### src/rtl/refresh_pkg.sv
package refresh_pkg;

  typedef enum logic {
    CMD_REFRESH = 1'b0,
    CMD_SCRUB   = 1'b1
  } cmd_kind_e;

  // slow-class multiple limited to 4..8
  function automatic logic [3:0] clamp_mult(input logic [3:0] m);
    if (m < 4'd4) return 4'd4;
    if (m > 4'd8) return 4'd8;
    return m;
  endfunction

endpackage

### src/rtl/rate_table.sv
module rate_table #(
  parameter int ROWS  = 16,
  parameter int ROW_W = $clog2(ROWS)
) (
  input  logic             clk_i,
  input  logic             rst_ni,
  input  logic             en_i,
  input  logic             prof_we_i,
  input  logic [ROW_W-1:0] prof_row_i,
  input  logic             prof_slow_i,
  input  logic             ecc_err_i,
  input  logic [ROW_W-1:0] ecc_row_i,
  input  logic [ROW_W-1:0] rd_row_i,
  output logic             rd_slow_o,
  output logic             promote_o
);

  logic [ROWS-1:0] slow_q;

  always_ff @(posedge clk_i or negedge rst_ni) begin
    if (!rst_ni) begin
      slow_q <= '0;
    end else begin
      if (!en_i && prof_we_i) slow_q[prof_row_i] <= prof_slow_i;
      // error report overrides a same-cycle profile write
      if (ecc_err_i) slow_q[ecc_row_i] <= 1'b0;
    end
  end

  // bypass: a report landing with the lookup is already seen as fast
  assign rd_slow_o = slow_q[rd_row_i] && !(ecc_err_i && (ecc_row_i == rd_row_i));
  assign promote_o = ecc_err_i && slow_q[ecc_row_i];


  ecc_clears_chk: assert property (@(posedge clk_i) disable iff (!rst_ni)
    ecc_err_i |=> !slow_q[$past(ecc_row_i)]);


  locked_load_chk: assert property (@(posedge clk_i) disable iff (!rst_ni)
    (en_i && !ecc_err_i) |=> $stable(slow_q));

endmodule

### src/rtl/refresh_walker.sv
module refresh_walker
  import refresh_pkg::*;
#(
  parameter int ROWS       = 16,
  parameter int ROW_W      = $clog2(ROWS),
  parameter int SLOT_TICKS = 4
) (
  input  logic             clk_i,
  input  logic             rst_ni,
  input  logic             en_i,
  input  logic             tick_i,
  input  logic [3:0]       mult_i,
  input  logic             busy_i,
  input  logic             row_slow_i,
  output logic             pend_o,
  output logic             take_o,
  output logic             issue_o,
  output logic [ROW_W-1:0] row_o
);

  localparam int SLOT_W = (SLOT_TICKS > 1) ? $clog2(SLOT_TICKS) : 1;
  localparam logic [SLOT_W-1:0] SLOT_LAST = SLOT_W'(SLOT_TICKS - 1);
  localparam logic [ROW_W-1:0]  ROW_LAST  = ROW_W'(ROWS - 1);

  logic [SLOT_W-1:0] slot_cnt_q;
  logic              slot_due_q;
  logic              slot_end;
  logic [ROW_W-1:0]  ptr_q;
  logic [2:0]        pass_q;
  logic [3:0]        n_eff;

  assign n_eff    = clamp_mult(mult_i);
  assign slot_end = en_i && tick_i && (slot_cnt_q == SLOT_LAST);
  assign pend_o   = slot_due_q || slot_end;
  assign take_o   = en_i && !busy_i && pend_o;
  assign issue_o  = take_o && (!row_slow_i || (pass_q == 3'd0));
  assign row_o    = ptr_q;

  always_ff @(posedge clk_i or negedge rst_ni) begin
    if (!rst_ni) begin
      slot_cnt_q <= '0;
      slot_due_q <= 1'b0;
      ptr_q      <= '0;
      pass_q     <= '0;
    end else begin
      if (en_i && tick_i) slot_cnt_q <= slot_end ? '0 : slot_cnt_q + 1'b1;
      if (take_o)        slot_due_q <= 1'b0;
      else if (slot_end) slot_due_q <= 1'b1;
      if (take_o) begin
        ptr_q <= (ptr_q == ROW_LAST) ? '0 : ptr_q + 1'b1;
        if (ptr_q == ROW_LAST)
          pass_q <= ({1'b0, pass_q} >= (n_eff - 4'd1)) ? 3'd0 : pass_q + 3'd1;
      end
    end
  end


  walk_step_chk: assert property (@(posedge clk_i) disable iff (!rst_ni)
    take_o |=> (ptr_q == ROW_W'($past(ptr_q) + 1'b1)));


  pass_wrap_chk: assert property (@(posedge clk_i) disable iff (!rst_ni)
    (take_o && (ptr_q == ROW_LAST)) |=> ({1'b0, pass_q} < $past(n_eff)));

endmodule

### src/rtl/scrub_walker.sv
module scrub_walker #(
  parameter int ROWS        = 16,
  parameter int ROW_W       = $clog2(ROWS),
  parameter int SCRUB_TICKS = 900000
) (
  input  logic             clk_i,
  input  logic             rst_ni,
  input  logic             en_i,
  input  logic             tick_i,
  input  logic             take_i,
  output logic             want_o,
  output logic [ROW_W-1:0] row_o
);

  localparam int SCRUB_W = (SCRUB_TICKS > 1) ? $clog2(SCRUB_TICKS) : 1;
  localparam logic [SCRUB_W-1:0] SCRUB_LAST = SCRUB_W'(SCRUB_TICKS - 1);
  localparam logic [ROW_W-1:0]   ROW_LAST   = ROW_W'(ROWS - 1);

  logic [SCRUB_W-1:0] cnt_q;
  logic               active_q;
  logic [ROW_W-1:0]   ptr_q;
  logic               start;

  assign start  = en_i && tick_i && (cnt_q == SCRUB_LAST);
  assign want_o = active_q;
  assign row_o  = ptr_q;

  always_ff @(posedge clk_i or negedge rst_ni) begin
    if (!rst_ni) begin
      cnt_q    <= '0;
      active_q <= 1'b0;
      ptr_q    <= '0;
    end else begin
      if (en_i && tick_i) cnt_q <= start ? '0 : cnt_q + 1'b1;
      if (take_i) ptr_q <= (ptr_q == ROW_LAST) ? '0 : ptr_q + 1'b1;
      if (take_i && (ptr_q == ROW_LAST)) active_q <= 1'b0;
      else if (start)                    active_q <= 1'b1;
    end
  end


  ptr_hold_chk: assert property (@(posedge clk_i) disable iff (!rst_ni)
    !take_i |=> $stable(ptr_q));


  sweep_start_chk: assert property (@(posedge clk_i) disable iff (!rst_ni)
    (start && !active_q) |=> (active_q && (ptr_q == '0)));

endmodule

### src/rtl/refresh_sched.sv
module refresh_sched
  import refresh_pkg::*;
#(
  parameter int ROWS        = 16,
  parameter int BASE_TICKS  = 64,
  parameter int SCRUB_TICKS = 900000,
  parameter int CNT_W       = 16,
  localparam int ROW_W      = $clog2(ROWS)
) (
  input  logic             clk_i,
  input  logic             rst_ni,
  input  logic             en_i,
  input  logic             tick_i,
  input  logic [3:0]       slow_mult_i,
  input  logic             prof_we_i,
  input  logic [ROW_W-1:0] prof_row_i,
  input  logic             prof_slow_i,
  input  logic             ecc_err_i,
  input  logic [ROW_W-1:0] ecc_row_i,
  output logic             cmd_valid_o,
  input  logic             cmd_ready_i,
  output logic [ROW_W-1:0] cmd_row_o,
  output logic             cmd_scrub_o,
  output logic             busy_o,
  output logic [CNT_W-1:0] refresh_cnt_o,
  output logic [CNT_W-1:0] promote_cnt_o
);

  localparam int SLOT_TICKS = BASE_TICKS / ROWS;

  logic             cmd_valid_q;
  logic [ROW_W-1:0] cmd_row_q;
  cmd_kind_e        cmd_kind_q;
  logic [CNT_W-1:0] refresh_cnt_q, promote_cnt_q;

  logic             ref_pend, ref_take, ref_issue, row_slow, promote;
  logic [ROW_W-1:0] ref_row, scr_row;
  logic             scr_want, scr_take;
  logic             accept;

  rate_table #(.ROWS(ROWS), .ROW_W(ROW_W)) u_table (
    .clk_i, .rst_ni, .en_i,
    .prof_we_i, .prof_row_i, .prof_slow_i,
    .ecc_err_i, .ecc_row_i,
    .rd_row_i  (ref_row),
    .rd_slow_o (row_slow),
    .promote_o (promote)
  );

  refresh_walker #(.ROWS(ROWS), .ROW_W(ROW_W), .SLOT_TICKS(SLOT_TICKS)) u_walker (
    .clk_i, .rst_ni, .en_i, .tick_i,
    .mult_i     (slow_mult_i),
    .busy_i     (cmd_valid_q),
    .row_slow_i (row_slow),
    .pend_o     (ref_pend),
    .take_o     (ref_take),
    .issue_o    (ref_issue),
    .row_o      (ref_row)
  );

  scrub_walker #(.ROWS(ROWS), .ROW_W(ROW_W), .SCRUB_TICKS(SCRUB_TICKS)) u_scrub (
    .clk_i, .rst_ni, .en_i, .tick_i,
    .take_i (scr_take),
    .want_o (scr_want),
    .row_o  (scr_row)
  );

  // a due slot blocks scrub even when the slot turns out to be skipped
  assign scr_take = en_i && !cmd_valid_q && scr_want && !ref_pend;
  assign accept   = cmd_valid_q && cmd_ready_i;

  always_ff @(posedge clk_i or negedge rst_ni) begin
    if (!rst_ni) begin
      cmd_valid_q   <= 1'b0;
      cmd_row_q     <= '0;
      cmd_kind_q    <= CMD_REFRESH;
      refresh_cnt_q <= '0;
      promote_cnt_q <= '0;
    end else begin
      if (ref_issue) begin
        cmd_valid_q <= 1'b1;
        cmd_row_q   <= ref_row;
        cmd_kind_q  <= CMD_REFRESH;
      end else if (scr_take) begin
        cmd_valid_q <= 1'b1;
        cmd_row_q   <= scr_row;
        cmd_kind_q  <= CMD_SCRUB;
      end else if (accept) begin
        cmd_valid_q <= 1'b0;
      end
      if (accept && (cmd_kind_q == CMD_REFRESH)) refresh_cnt_q <= refresh_cnt_q + 1'b1;
      if (promote) promote_cnt_q <= promote_cnt_q + 1'b1;
    end
  end

  assign cmd_valid_o   = cmd_valid_q;
  assign cmd_row_o     = cmd_row_q;
  assign cmd_scrub_o   = (cmd_kind_q == CMD_SCRUB);
  assign busy_o        = cmd_valid_q;
  assign refresh_cnt_o = refresh_cnt_q;
  assign promote_cnt_o = promote_cnt_q;


  cmd_hold_chk: assert property (@(posedge clk_i) disable iff (!rst_ni)
    (cmd_valid_q && !cmd_ready_i) |=>
      (cmd_valid_q && $stable(cmd_row_q) && $stable(cmd_kind_q)));


  refresh_first_chk: assert property (@(posedge clk_i) disable iff (!rst_ni)
    (ref_pend && en_i && !cmd_valid_q) |=> !(cmd_valid_q && (cmd_kind_q == CMD_SCRUB)));


  refresh_cnt_chk: assert property (@(posedge clk_i) disable iff (!rst_ni)
    (accept && (cmd_kind_q == CMD_REFRESH)) |=>
      (refresh_cnt_q == CNT_W'($past(refresh_cnt_q) + 1'b1)));


  promote_cnt_chk: assert property (@(posedge clk_i) disable iff (!rst_ni)
    promote |=> (promote_cnt_q == CNT_W'($past(promote_cnt_q) + 1'b1)));

endmodule

### config.mk
export PLATFORM = sky130hd
export DESIGN_NAME = refresh_sched
export DESIGN_NICKNAME = d
export VERILOG_FILES = /design/src/rtl/refresh_pkg.sv /design/src/rtl/rate_table.sv /design/src/rtl/refresh_walker.sv /design/src/rtl/scrub_walker.sv /design/src/rtl/refresh_sched.sv
export SDC_FILE = /design/constraint.sdc
export NUM_CORES = 1
export LEC_CHECK = 0
export ABC_AREA = 1
export BUFFER_PORTS_ARGS = -buffer_cell sky130_fd_sc_hd__buf_2
export CAP_MARGIN = 5
export CORE_MARGIN = 1
export CORE_UTILIZATION = 64
export CTS_BUF_LIST = sky130_fd_sc_hd__clkbuf_16
export CTS_CLUSTER_DIAMETER = 200
export DETAILED_ROUTE_END_ITERATION = 7
export PLACE_DENSITY_LB_ADDON = 0.05
export SYNTH_ARGS = -nofsm -noshare
export SYNTH_HDL_FRONTEND = slang
export SYNTH_HIERARCHICAL = 1
export SYNTH_SLANG_ARGS = --single-unit
export TNS_END_PERCENT = 10
### constraint.sdc
create_clock -name clk_i -period 5.1 [get_ports clk_i]
set_input_delay 0.765 -clock clk_i [delete_from_list [all_inputs] [get_ports clk_i]]
set_output_delay 0.765 -clock clk_i [all_outputs]
set_load 0.1 [all_outputs]
==> summary.md, run 1 <==
| Metric | Value |
|---|---|
| Status | complete, no violations |
| Synth area leaders | dfrtp_1 42%, nand2_1 14%, inv_1 6.4% |
| Setup Viol. Count Final | 0 |
| Setup TNS | 0 ps |
| # placed instances | 858 |
| Most numerous cell in the Yosys netlist | nand2_1 |
| Gr ovfl total | 0 |
| Final Wtd Congestion | 0.881 |
| Reg2Reg Setup Slack | 2740 ps |
| Via count | 4682 |
| Post-layout min period | 2620 ps |
| DRC Markers | 0 |
| # rows | 33 |
| Pre-CTS WS | 2130 ps |
| Seq/Total Area, Yosys | 41.6% |
| Die H | 93.5 um |
| Power, Total | 0.00275 W |
| First-pass GRT wire length | 19700 um |
| Leak | 3.17 nW |
| Synth Cell Area | 5360 sq um |
| Register Area | 2230 sq um |
| Max clock buf depth | 2 |
| Critical Path AT | 2860 ps |
| Cells after Synth | 702 |
| Max_cap viols | 0 |
| Post-Route WL | 11600 um |
| Largest family of logic cells by synthesized area | simple AND/OR/NAND/NOR gates |
| CP Capture Type | register |
| Post-synthesis xor/xnor area fraction | 5.56% |
| Clock slew at reported path FFs | 70 ps |
| Reg2Reg Depth | 11 |
| CP Cell Sequence | buf_2 -> inv_2 -> nor2_4 -> nand2_1 -> nand4_1 -> nand2_1 -> nand2_1 -> nor2_1 -> nor2_1 -> nand3_2 -> nor2_4 -> nand2_2 -> nor2_2 -> nand3_1 -> nand2_1 -> inv_1 |
| Post-CTS sizing | 0 |
| Slowest-stage cell, CP | nor2_1 |
| FILL cells | 648 |
| Syn Nets | 734 |
| Count of cell types in the netlist | 36 |
| FF-to-FF Start | u_walker/row_o[0]$_DFFE_PN0P_ |
| EDFF count, synth | 0 |
| CP Max Fanout | 15 |
| #FFs+latches synth | 89 |
| Max Fclk | 382 MHz |
| Synth Area in Adders | 2.80% |
| Root Buffer | clkbuf_16 |
| Initial DRT Pass Iterations | 5 |
| Initial antenna violation count | 0 |
| DR WL/cell | 13.3 um |
| Critical Path RT | 5340 ps |
| CTS tree | built |
| Post-DRT Antenna Nets | 0 |
| Vias per cell | 5.36 |
| PwrDens | 456 nW/um^2 |
| Setup ws final | 2480 ps |
| Syn Area/Cell | 7.63 sq um |
| Pin count of the biggest net entering global routing | 62 |
| Non-Filler Instances | 874 |
| Worst skew pair latency | 340 ps |
| Cts bufs inserted | 9 |
| Number of H-tree levels | 3 |
| Ys async rst share | 100% |
| Starting Density | 65.5% |
| Yosys top cell area share | 41.6% |
| Clk_skew | 10.6 ps |
| Die Width | 93.5 um |
| Setup bufs post-CTS | 0 |
| RSZ-0062 raised after global routing | false |
| Synth Flop Type | dfrtp_1 |
| Cell mode on critical path | nand2_1 |
| Gr usage total | 28.5% |
| Ports | 59 |
| Largest stage delay, worst path | 580 ps |
| Final hold viol count | 0 |
| Vias in the first global route | 4462 |
| Post-synthesis simple-gate area fraction | 35.9% |
| Post-synthesis mux area share | 1.26% |
| Die ar. | 8740 sq um |
| DR iter-0 viols | 237 |
| Worst ir drop on vdd | 0.322 mV |
| Worst slew pin tran | 775 ps |
| Max-slew violations | 0 |
| Reg-to-Reg End | cmd_row_o[2]$_DFFE_PN0P_ |
| Hpwl dp | 8640 um |
| Diode count | 0 |
| CP Class | input pin to register |
| Worst Setup Start Kind | input pin |
| Post-Place Cell Area | 5730 sq um |
| Top cells by count, synth | 200 x nand2_1, 91 x inv_1, 89 x dfrtp_1, 73 x nor2_1, 53 x nand3_1 |
| Fin nets | 796 |
| Hold_buf cts | 0 |
| P&R area growth vs syn | 12.6% |
| YS warnings | 6 |
| Fraction of layout cells with a size suffix above 1 | 16.6% |
| Area of the multi-input gates | 2710 sq um |
| Post-synthesis compound-gate area fraction | 5.04% |
| Min-Delay Path Class | input pin to async pin |
| Clk sinks | 89 |
| Relative slew slack | 48.1% |
| CORE AREA | 8180 sq um |
| Leading area contributor after synthesis | dfrtp_1 |
| Final std cell area, no fill | 6030 sq um |
| Tcrit/Tclk final | 51.4% |
| Buffers on Ports | 58 |
area by class of cell:
| type | count | share of cell area, % |
|---|---|---|
| clock inverter | 7 | 1.27 |
| multi-input combinational | 510 | 44.9 |
| timing repair buffer | 59 | 4.98 |
| clock buffer | 9 | 3.73 |
| tap | 105 | 2.18 |
| sequential | 89 | 36.9 |
| inverter | 95 | 6.00 |
flip-flops by register name (all words and copies together), names as in the netlist:
| register | flops |
|---|---|
| u_scrub/cnt_q | 20 |
| u_walker/row_o | 4 |
| busy_o | 1 |
| cmd_scrub_o | 1 |
| u_walker/pass_q | 3 |
| promote_cnt_o | 16 |
| u_walker/slot_due_q | 1 |
| u_scrub/want_o | 1 |
| u_table/slow_q | 16 |
| cmd_row_o | 4 |
| u_walker/slot_cnt_q | 2 |
| u_scrub/row_o | 4 |
| refresh_cnt_o | 16 |
placed cells by master (no fill, tap or decap), types with 5 or more instances in the layout:
cell type,instances
clkbuf_16,9
a21oi_1,11
nand3_1,53
nor3_1,17
xor2_1,19
inv_1,92
nor2_2,10
xnor2_1,15
dfrtp_1,89
nor2_1,73
nor2_4,12
nand2_2,6
ha_1,12
nand4_1,16
mux2_2,6
o21ai_0,24
nand3b_1,7
buf_2,57
nand3_2,6
nand2_1,200
o21ai_1,5
worst max path at each step:
stage | startpoint | end | slack (ps) | cells after the start
finish | ecc_row_i[0] | promote_cnt_o[15]$_DFFE_PN0P_ | 2480 | 16
global route | ecc_row_i[0] | promote_cnt_o[15]$_DFFE_PN0P_ | 2260 | 16
floorplan | ecc_row_i[1] | promote_cnt_o[15]$_DFFE_PN0P_ | 2810 | 16
global placement | ecc_row_i[0] | promote_cnt_o[15]$_DFFE_PN0P_ | 2230 | 16
detailed placement | ecc_row_i[0] | promote_cnt_o[15]$_DFFE_PN0P_ | 2130 | 16
CTS | ecc_row_i[0] | promote_cnt_o[15]$_DFFE_PN0P_ | 2490 | 16
per-layer routing:
metal	part of all wire, %	global-route usage, %
met3	3.9	4.55
met5	0	0
met1	45	36.1
met4	1.9	10.1
met2	49	49.4
critical path, delay by kind of cell:
kind,cells,cell delay [ps]
buffers and inverters,3,400
and+or+nand+nor,13,1690
per-stage QoR:
step                util [%]  hold slack (ps)
floorplan                  -              469
global placement        70.1              464
detailed placement      70.1              460
CTS                     73.8              354
global route            73.8              374
finish                  73.8              343
cell families after synthesis:
group	count (synthesis)
simple gates	409
xor+xnor	34
mux	6
buf+inv	103
fa+ha+maj	12
flops	89
compound gates	49
where the power goes:
group	leakage (nW)	internal, W	switching [W]
registers	1.12	0.000855	0.000184
clock network	0.154	0.000385	0.000290
logic	1.90	0.000256	0.000783
total	3.17	0.00150	0.00126
(Power assumes the default switching activity.)
==> inputs of run 2 (changes only) <==
--- a/config.mk
+++ b/config.mk
@@ -9,7 +9,7 @@
 export BUFFER_PORTS_ARGS = -buffer_cell sky130_fd_sc_hd__buf_2
 export CAP_MARGIN = 5
 export CORE_MARGIN = 1
-export CORE_UTILIZATION = 64
+export CORE_UTILIZATION = 54
 export CTS_BUF_LIST = sky130_fd_sc_hd__clkbuf_16
 export CTS_CLUSTER_DIAMETER = 200
 export DETAILED_ROUTE_END_ITERATION = 7
==> constraint.sdc (replaced) <==
create_clock -name clk_i -period 2.3 [get_ports clk_i]
set_input_delay 0.345 -clock clk_i [delete_from_list [all_inputs] [get_ports clk_i]]
set_output_delay 0.345 -clock clk_i [all_outputs]
set_load 0.1 [all_outputs]
==> run 2 against run 1 <==
Worst hold slack got worse by 110 ps. Flip-flop and latch count did not move. Sequential power rose by 120%. Clock power rose by 150%. Global-route usage fell by 4.6 points.
==> summary.md, run 2 (synthesized netlist as in run 1, its figures left out) <==
| Metric | Value |
|---|---|
| Worst Setup Start Kind | register |
| Top routing layer in use | met4 |
| DR WL/cell | 12.9 um (-2.6%) |
| Sequential power share | 36.3% (-1.5 points) |
| Met1 WL | 5470 um (+4.5%) |
| Max-slew violations | 0 (unchanged) |
| Max reg flops | 20 (unchanged) |
| Met3 Wirelength | 425 um (-6.4%) |
| Buffers on Ports | 58 (unchanged) |
| Worst skew pair latency | 330 ps (about the same) |
| Die Width | 102 um (+8.7%) |
| Post-Route WL | 11700 um (+0.72%) |
| Vias per cell | 5.10 (-4.7%) |
| Fin nets | 803 (+0.88%) |
| Int Power | 0.00356 W (+140%) |
| First-pass GRT wire length | 19600 um (-0.42%) |
| Gr usage total | 24.0% (-4.6 points) |
| Post-DRT Antenna Nets | 0 (unchanged) |
| Die ar. | 10300 sq um (+18%) |
| Largest register by flop count | u_scrub/cnt_q |
| Most frequent cells in the layout | 200 x nand2_1, 91 x inv_1, 89 x dfrtp_1, 72 x nor2_1, 57 x buf_2 |
| Root Buffer | clkbuf_16 |
| Pin count of the biggest net entering global routing | 43 (-31%) |
| P_sw | 0.00281 W (+120%) |
| Slowest-stage cell, CP | dfrtp_1 |
| Diode count | 0 (unchanged) |
| Crit path buf inv count | 1 (-2) |
| Critical Path RT | 2520 ps (-2820 ps) |
| CP Capture Type | register |
| Cell mode on critical path | nand2_1 |
| Gate power share | 37.4% (-0.3 points) |
| Worst slew pin tran | 495 ps (-280 ps) |
| Ports | 59 (unchanged) |
| Critical Path AT | 2340 ps (-520 ps) |
| Max_cap viols | 0 (unchanged) |
| Final hold viol count | 0 (unchanged) |
| Initial DRT Pass Iterations | 4 (-1) |
| Starting Density | 56.9% (-8.6 points) |
| Number of H-tree levels | 3 (unchanged) |
| Die H | 102 um (+8.7%) |
| CORE AREA | 9420 sq um (+15%) |
| Cell family with most CP delay | simple AND/OR/NAND/NOR gates |
| Worst ir drop on vdd | 0.703 mV (+120%) |
| Max Fclk | 471 MHz |
| CP Class | register to register |
| Fraction of layout cells with a size suffix above 1 | 17.5% (+0.90 points) |
| Smallest hold slack | 229 ps (-115 ps) |
| Status | complete, no violations |
| Initial antenna violation count | 0 (unchanged) |
| Leak | 3.22 nW (+1.8%) |
| Clock slew at reported path FFs | 70 ps (about the same) |
| Hpwl dp | 8810 um (+2.0%) |
| Setup bufs post-CTS | 0 (unchanged) |
| Switch share | 44.1% (-1.5 points) |
| P&R area growth vs syn | 15.5% |
| Post-layout min period | 2120 ps |
| Commonest non-fill, non-tap cell in the layout | nand2_1 |
| Min-Delay Path Class | input pin to register |
| Power, Total | 0.00637 W (+130%) |
| Gr ovfl total | 0 (unchanged) |
| DR WL met2 | 5660 um (-0.68%) |
| Setup Viol. Count Final | 0 (unchanged) |
| CTS tree | built |
| Via count | 4613 (-1.5%) |
| Relative slew slack | 67.3% (+19 points) |
| Tcrit/Tclk final | 92.3% |
| DR iter-0 viols | 198 (-16%) |
| Largest stage delay, worst path | 500 ps (-80 ps) |
| CP Max Fanout | 10 (-5) |
| Final Wtd Congestion | 0.874 (-0.82%) |
| Cts bufs inserted | 9 (unchanged) |
| PwrDens | 1030 nW/um^2 (+130%) |
| Max clock buf depth | 2 (unchanged) |
| DRC Markers | 0 (unchanged) |
| Clk sinks | 89 (unchanged) |
| CP Cell Sequence | inv_1 -> nand2_1 -> nand3_1 -> nand3_1 -> nand2_1 -> nand2_1 -> a21oi_1 -> a21oi_2 -> mux2_2 -> nand2_1 -> nand2_1 |
| Vias in the first global route | 4389 (-1.6%) |
| # rows | 35 (+6.1%) |
| Clk_skew | 10.6 ps (-0.000600 ps) |
| Clk pwr share | 26.3% (+1.8 points) |
## run 2: power by group through the flow
stage,clock network (W),registers (W),logic (W)
2_1_floorplan,0,0.00312,0.00104
3_3_place_gp,0,0.00232,0.00230
3_5_place_dp,0,0.00234,0.00236
4_1_cts,0.00172,0.00231,0.00238
5_1_grt,0.00180,0.00237,0.00257
6_report,0.00168,0.00231,0.00238
## run 2: final timing paths
check	start	endpoint	slack (ps)	cells after the start
worst max register to register	u_walker/row_o[0]$_DFFE_PN0P_	cmd_row_o[2]$_DFFE_PN0P_	180	11
worst min-delay path	cmd_ready_i	busy_o$_DFFE_PN0P_	230	2
min in group asynchronous	rst_ni	u_table/slow_q[8]$_DFF_PN0_	410	2
worst max-delay path	u_walker/row_o[0]$_DFFE_PN0P_	cmd_row_o[2]$_DFFE_PN0P_	180	11
worst min register to register	cmd_row_o[1]$_DFFE_PN0P_	cmd_row_o[1]$_DFFE_PN0P_	480	2
max in group asynchronous	rst_ni	u_scrub/row_o[1]$_DFFE_PN0P_	1190	3
## run 2: layout make-up
cell class | count | area [sq um]
fill | 813 | 3230
multi-input combinational | 510 | 2720
sequential | 89 | 2230
timing repair buffer | 66 | 380
inverter | 95 | 362
clock buffer | 9 | 225
tap | 129 | 161
clock inverter | 6 | 115
## run 2: routing by layer
metal,vias up,global-route usage (%)
met5,-,0
met4,0,7.69
met3,16,3.93
met2,80,40.4
met1,2151,31.6
li1,2366,-
## run 2: metrics by stage
step | TNS, ps | cells | area [sq um] | setup slack, ps | utilization, %
finish | 0 | 904 | 6190 | 176 | 65.7
global route | -4.08 | 904 | 6190 | -4.08 | 65.7
CTS | 0 | 904 | 6180 | 111 | 65.6
detailed placement | 0 | 888 | 5830 | 63.7 | 61.9
global placement | 0 | 888 | 5830 | 139 | 61.9
floorplan | 0 | 702 | 5360 | 224 | -
## run 2: timing repair
action | in CTS | in global routing
hold buffers | 1 | 0
hold endpoints to repair | 12 | 0
endpoints found under the setup margin | 0 | 4
gates resized for setup | 0 | 2
==> inputs of run 3 (changes only) <==
--- a/config.mk
+++ b/config.mk
@@ -5,11 +5,12 @@
 export SDC_FILE = /design/constraint.sdc
 export NUM_CORES = 1
 export LEC_CHECK = 0
-export ABC_AREA = 1
+export ABC_AREA = 0
 export BUFFER_PORTS_ARGS = -buffer_cell sky130_fd_sc_hd__buf_2
 export CAP_MARGIN = 5
+export CORE_ASPECT_RATIO = 1.1
 export CORE_MARGIN = 1
-export CORE_UTILIZATION = 54
+export CORE_UTILIZATION = 53
 export CTS_BUF_LIST = sky130_fd_sc_hd__clkbuf_16
 export CTS_CLUSTER_DIAMETER = 200
 export DETAILED_ROUTE_END_ITERATION = 7
==> run 3 against run 2 <==
Synthesized area is 11% lower. Maximum frequency increased by 5.8%. Combinational power is 37% lower. Sequential share of layout area is 4.5 points higher. Largest cell class unchanged. Worst hold slack gained 90 ps. Worst setup slack gained 120 ps.
==> summary.md, run 3 <==
| Metric | Value |
|---|---|
| Post-layout min period | 2010 ps (-116 ps) |
| Vias per cell | 5.63 (+10%) |
| Clk_skew | 8.11 ps (-2.53 ps) |
| Root Buffer | clkbuf_16 |
| Worst skew pair latency | 340 ps (about the same) |
| Post-Route WL | 9680 um (-17%) |
| Largest register by flop count | u_scrub/cnt_q |
| Crit path launch | u_walker/row_o[0]$_DFFE_PN0P_ |
| Syn Nets | 477 (-35%) |
| Yosys top cell area share | 46.9% (+5.3 points) |
| CP Cell Sequence | mux4_1 -> mux2i_1 -> mux2_2 -> a31oi_1 -> a21oi_1 -> buf_4 -> o21ai_0 |
| Reg2Reg Setup Slack | 290 ps (+120 ps) |
| Diode count | 0 (unchanged) |
| Worst Setup Start Kind | register |
| Cts bufs inserted | 9 (unchanged) |
| CORE AREA | 8540 sq um (-9.3%) |
| Gr usage total | 22.4% (-1.6 points) |
| Critical Path AT | 2220 ps (-120 ps) |
| CP Capture Type | register |
| Clk sinks | 89 (unchanged) |
| Leak | 2.70 nW (-16%) |
| Pin count of the biggest net entering global routing | 53 (+23%) |
| CP Depth | 7 (-4) |
| Die ar. | 9350 sq um (-9.4%) |
| Die Width | 92.3 um (-9.2%) |
| Crit path buf inv count | 1 (unchanged) |
| Initial antenna violation count | 0 (unchanged) |
| # rows | 35 (unchanged) |
| Layout Utilization | 64.4% (-1.3 points) |
| Max Fclk | 498 MHz (+5.8%) |
| Largest stage delay, worst path | 610 ps (+110 ps) |
| CP endpoint | cmd_row_o[2]$_DFFE_PN0P_ |
| Synth area leaders | dfrtp_1 47%, xnor2_1 5.7%, mux2i_1 5.1% |
| Final hold viol count | 0 (unchanged) |
| Post-CTS sizing | 0 (unchanged) |
| Syn Area/Cell | 10.7 sq um (+40%) |
| Worst slew pin tran | 703 ps (+208 ps) |
| P&R area growth vs syn | 15.7% |
| CTS tree | built |
| Synth Flop Type | dfrtp_1 |
| Vias in the first global route | 3433 (-22%) |
| Cell family with most CP delay | multiplexers |
| Fin nets | 543 (-32%) |
| Leading area contributor after synthesis | dfrtp_1 |
| Count of cell types in the netlist | 59 (+64%) |
| Hpwl dp | 7000 um (-21%) |
| Clock slew at reported path FFs | 70 ps (about the same) |
| Max-slew violations | 0 (unchanged) |
| Status | complete, no violations |
| FF-to-FF Start | u_walker/row_o[0]$_DFFE_PN0P_ |
| Gr ovfl total | 0 (unchanged) |
| Buffers on Ports | 58 (unchanged) |
| RSZ-0062 raised after global routing | false |
| YS warnings | 6 (unchanged) |
| CP Class | register to register |
| Reg-to-Reg End | cmd_row_o[2]$_DFFE_PN0P_ |
| Tcrit/Tclk final | 87.3% (-5.1 points) |
| DRC Markers | 0 (unchanged) |
| Max reg flops | 20 (unchanged) |
| Commonest non-fill, non-tap cell in the layout | dfrtp_1 |
| Most numerous cell in the Yosys netlist | dfrtp_1 |
| EDFF count, synth | 0 (unchanged) |
| Ports | 59 (unchanged) |
| Most frequent cells in the layout | 89 x dfrtp_1, 57 x buf_2, 47 x nand2_1, 31 x xnor2_1, 27 x nand3_1 |
| Min-Delay Path Class | input pin to register |
| Ys async rst share | 100% (unchanged) |
| Slowest-stage cell, CP | mux4_1 |
| Relative slew slack | 53.0% (-14 points) |
| CP Max Fanout | 10 (unchanged) |
| Final Wtd Congestion | 0.836 (-4.3%) |
| Post-DRT Antenna Nets | 0 (unchanged) |
| Fraction of layout cells with a size suffix above 1 | 22.7% (+5.1 points) |
| First-pass GRT wire length | 16400 um (-16%) |
| Synth Cell Area | 4750 sq um (-11%) |
| Worst ir drop on vdd | 1.23 mV (+75%) |
| DR iter-0 viols | 116 (-41%) |
| #FFs+latches synth | 89 (unchanged) |
| Critical Path RT | 2510 ps (about the same) |
| Reg2Reg Depth | 7 (-4) |
| Setup Viol. Count Final | 0 (unchanged) |
| Via count | 3530 (-23%) |
| Setup TNS | 0 ps (unchanged) |
| Hold depth | 3 (+1) |
| PwrDens | 892 nW/um^2 (-13%) |
| Starting Density | 55.7% (-1.2 points) |
| Initial DRT Pass Iterations | 4 (unchanged) |
| Seq/Total Area, Yosys | 46.9% (+5.3 points) |
| Top cells by count, synth | 89 x dfrtp_1, 47 x nand2_1, 31 x xnor2_1, 27 x nand3_1, 26 x nor2_1 |
| Die H | 101 um (-0.28%) |
| Max_cap viols | 0 (unchanged) |
| Cells after Synth | 445 (-37%) |
| Number of H-tree levels | 3 (unchanged) |
| DR WL/cell | 15.4 um (+19%) |
| Max clock buf depth | 2 (unchanged) |
-- run 3: repair_timing --
action                     CTS  global route
setup endpoints to repair    0             0
buffers inserted             0             0
hold endpoints to repair    17             0
hold buffers                 1             0
-- run 3: worst min-delay path, delay by kind of cell --
kind	cells	cell delay [ps]
buffers and inverters	2	170
AOI/OAI and AO/OA	1	100
-- run 3: worst min path at each step --
stage,startpoint,endpoint,slack (ps)
floorplan,rst_ni,busy_o$_DFFE_PN0P_,50
global placement,rst_ni,u_scrub/cnt_q[19]$_DFFE_PN0P_,350
detailed placement,rst_ni,u_scrub/cnt_q[18]$_DFFE_PN0P_,360
CTS,cmd_ready_i,busy_o$_DFFE_PN0P_,320
global route,cmd_ready_i,busy_o$_DFFE_PN0P_,330
finish,cmd_ready_i,busy_o$_DFFE_PN0P_,320
-- run 3: cell type report --
cell class	count	area, sq um
Timing Repair Buffer	70	398
Inverter	14	55.1
Tap cell	111	139
Multi-Input combinational cell	327	2410
Fill cell	704	3040
Clock inverter	7	46.3
Sequential cell	89	2230
Clock buffer	9	225
-- run 3: per-layer routing --
metal | up-vias | wire length (um) | track usage, %
met4 | 0 | 229 | 10.3
met2 | 45 | 4980 | 38.7
met5 | - | 0 | 0
li1 | 1724 | - | -
met1 | 1742 | 4290 | 28.2
met3 | 19 | 189 | 2.85
-- run 3: logic make-up after synthesis --
| family | Yosys count | share of synthesized area (%) |
|---|---|---|
| AOI/OAI and AO/OA | 53 | 6.66 |
| muxes | 37 | 10.4 |
| xor gates and xnor gates | 49 | 9.03 |
| DFF | 89 | 46.9 |
| adders and majority gates | 12 | 3.16 |
| and+or+nand+nor | 176 | 21.1 |
| buffers and inverters | 29 | 2.76 |
-- run 3: power by group --
group	switching [W]	internal (W)
registers	0.000280	0.00178
logic	0.00106	0.000435
clock network	0.000614	0.000730
-- run 3: metrics by stage --
step	cells	hold slack (ps)	power [W]	cell area [sq um]	setup slack, ps
after detailed placement	610	355	0.00360	5220	127
after floorplan	445	49.4	0.00327	4760	82.4
after CTS	627	316	0.00495	5500	270
final	627	319	0.00490	5500	293
after global routing	627	331	0.00515	5500	115
after global placement	610	354	0.00356	5220	165
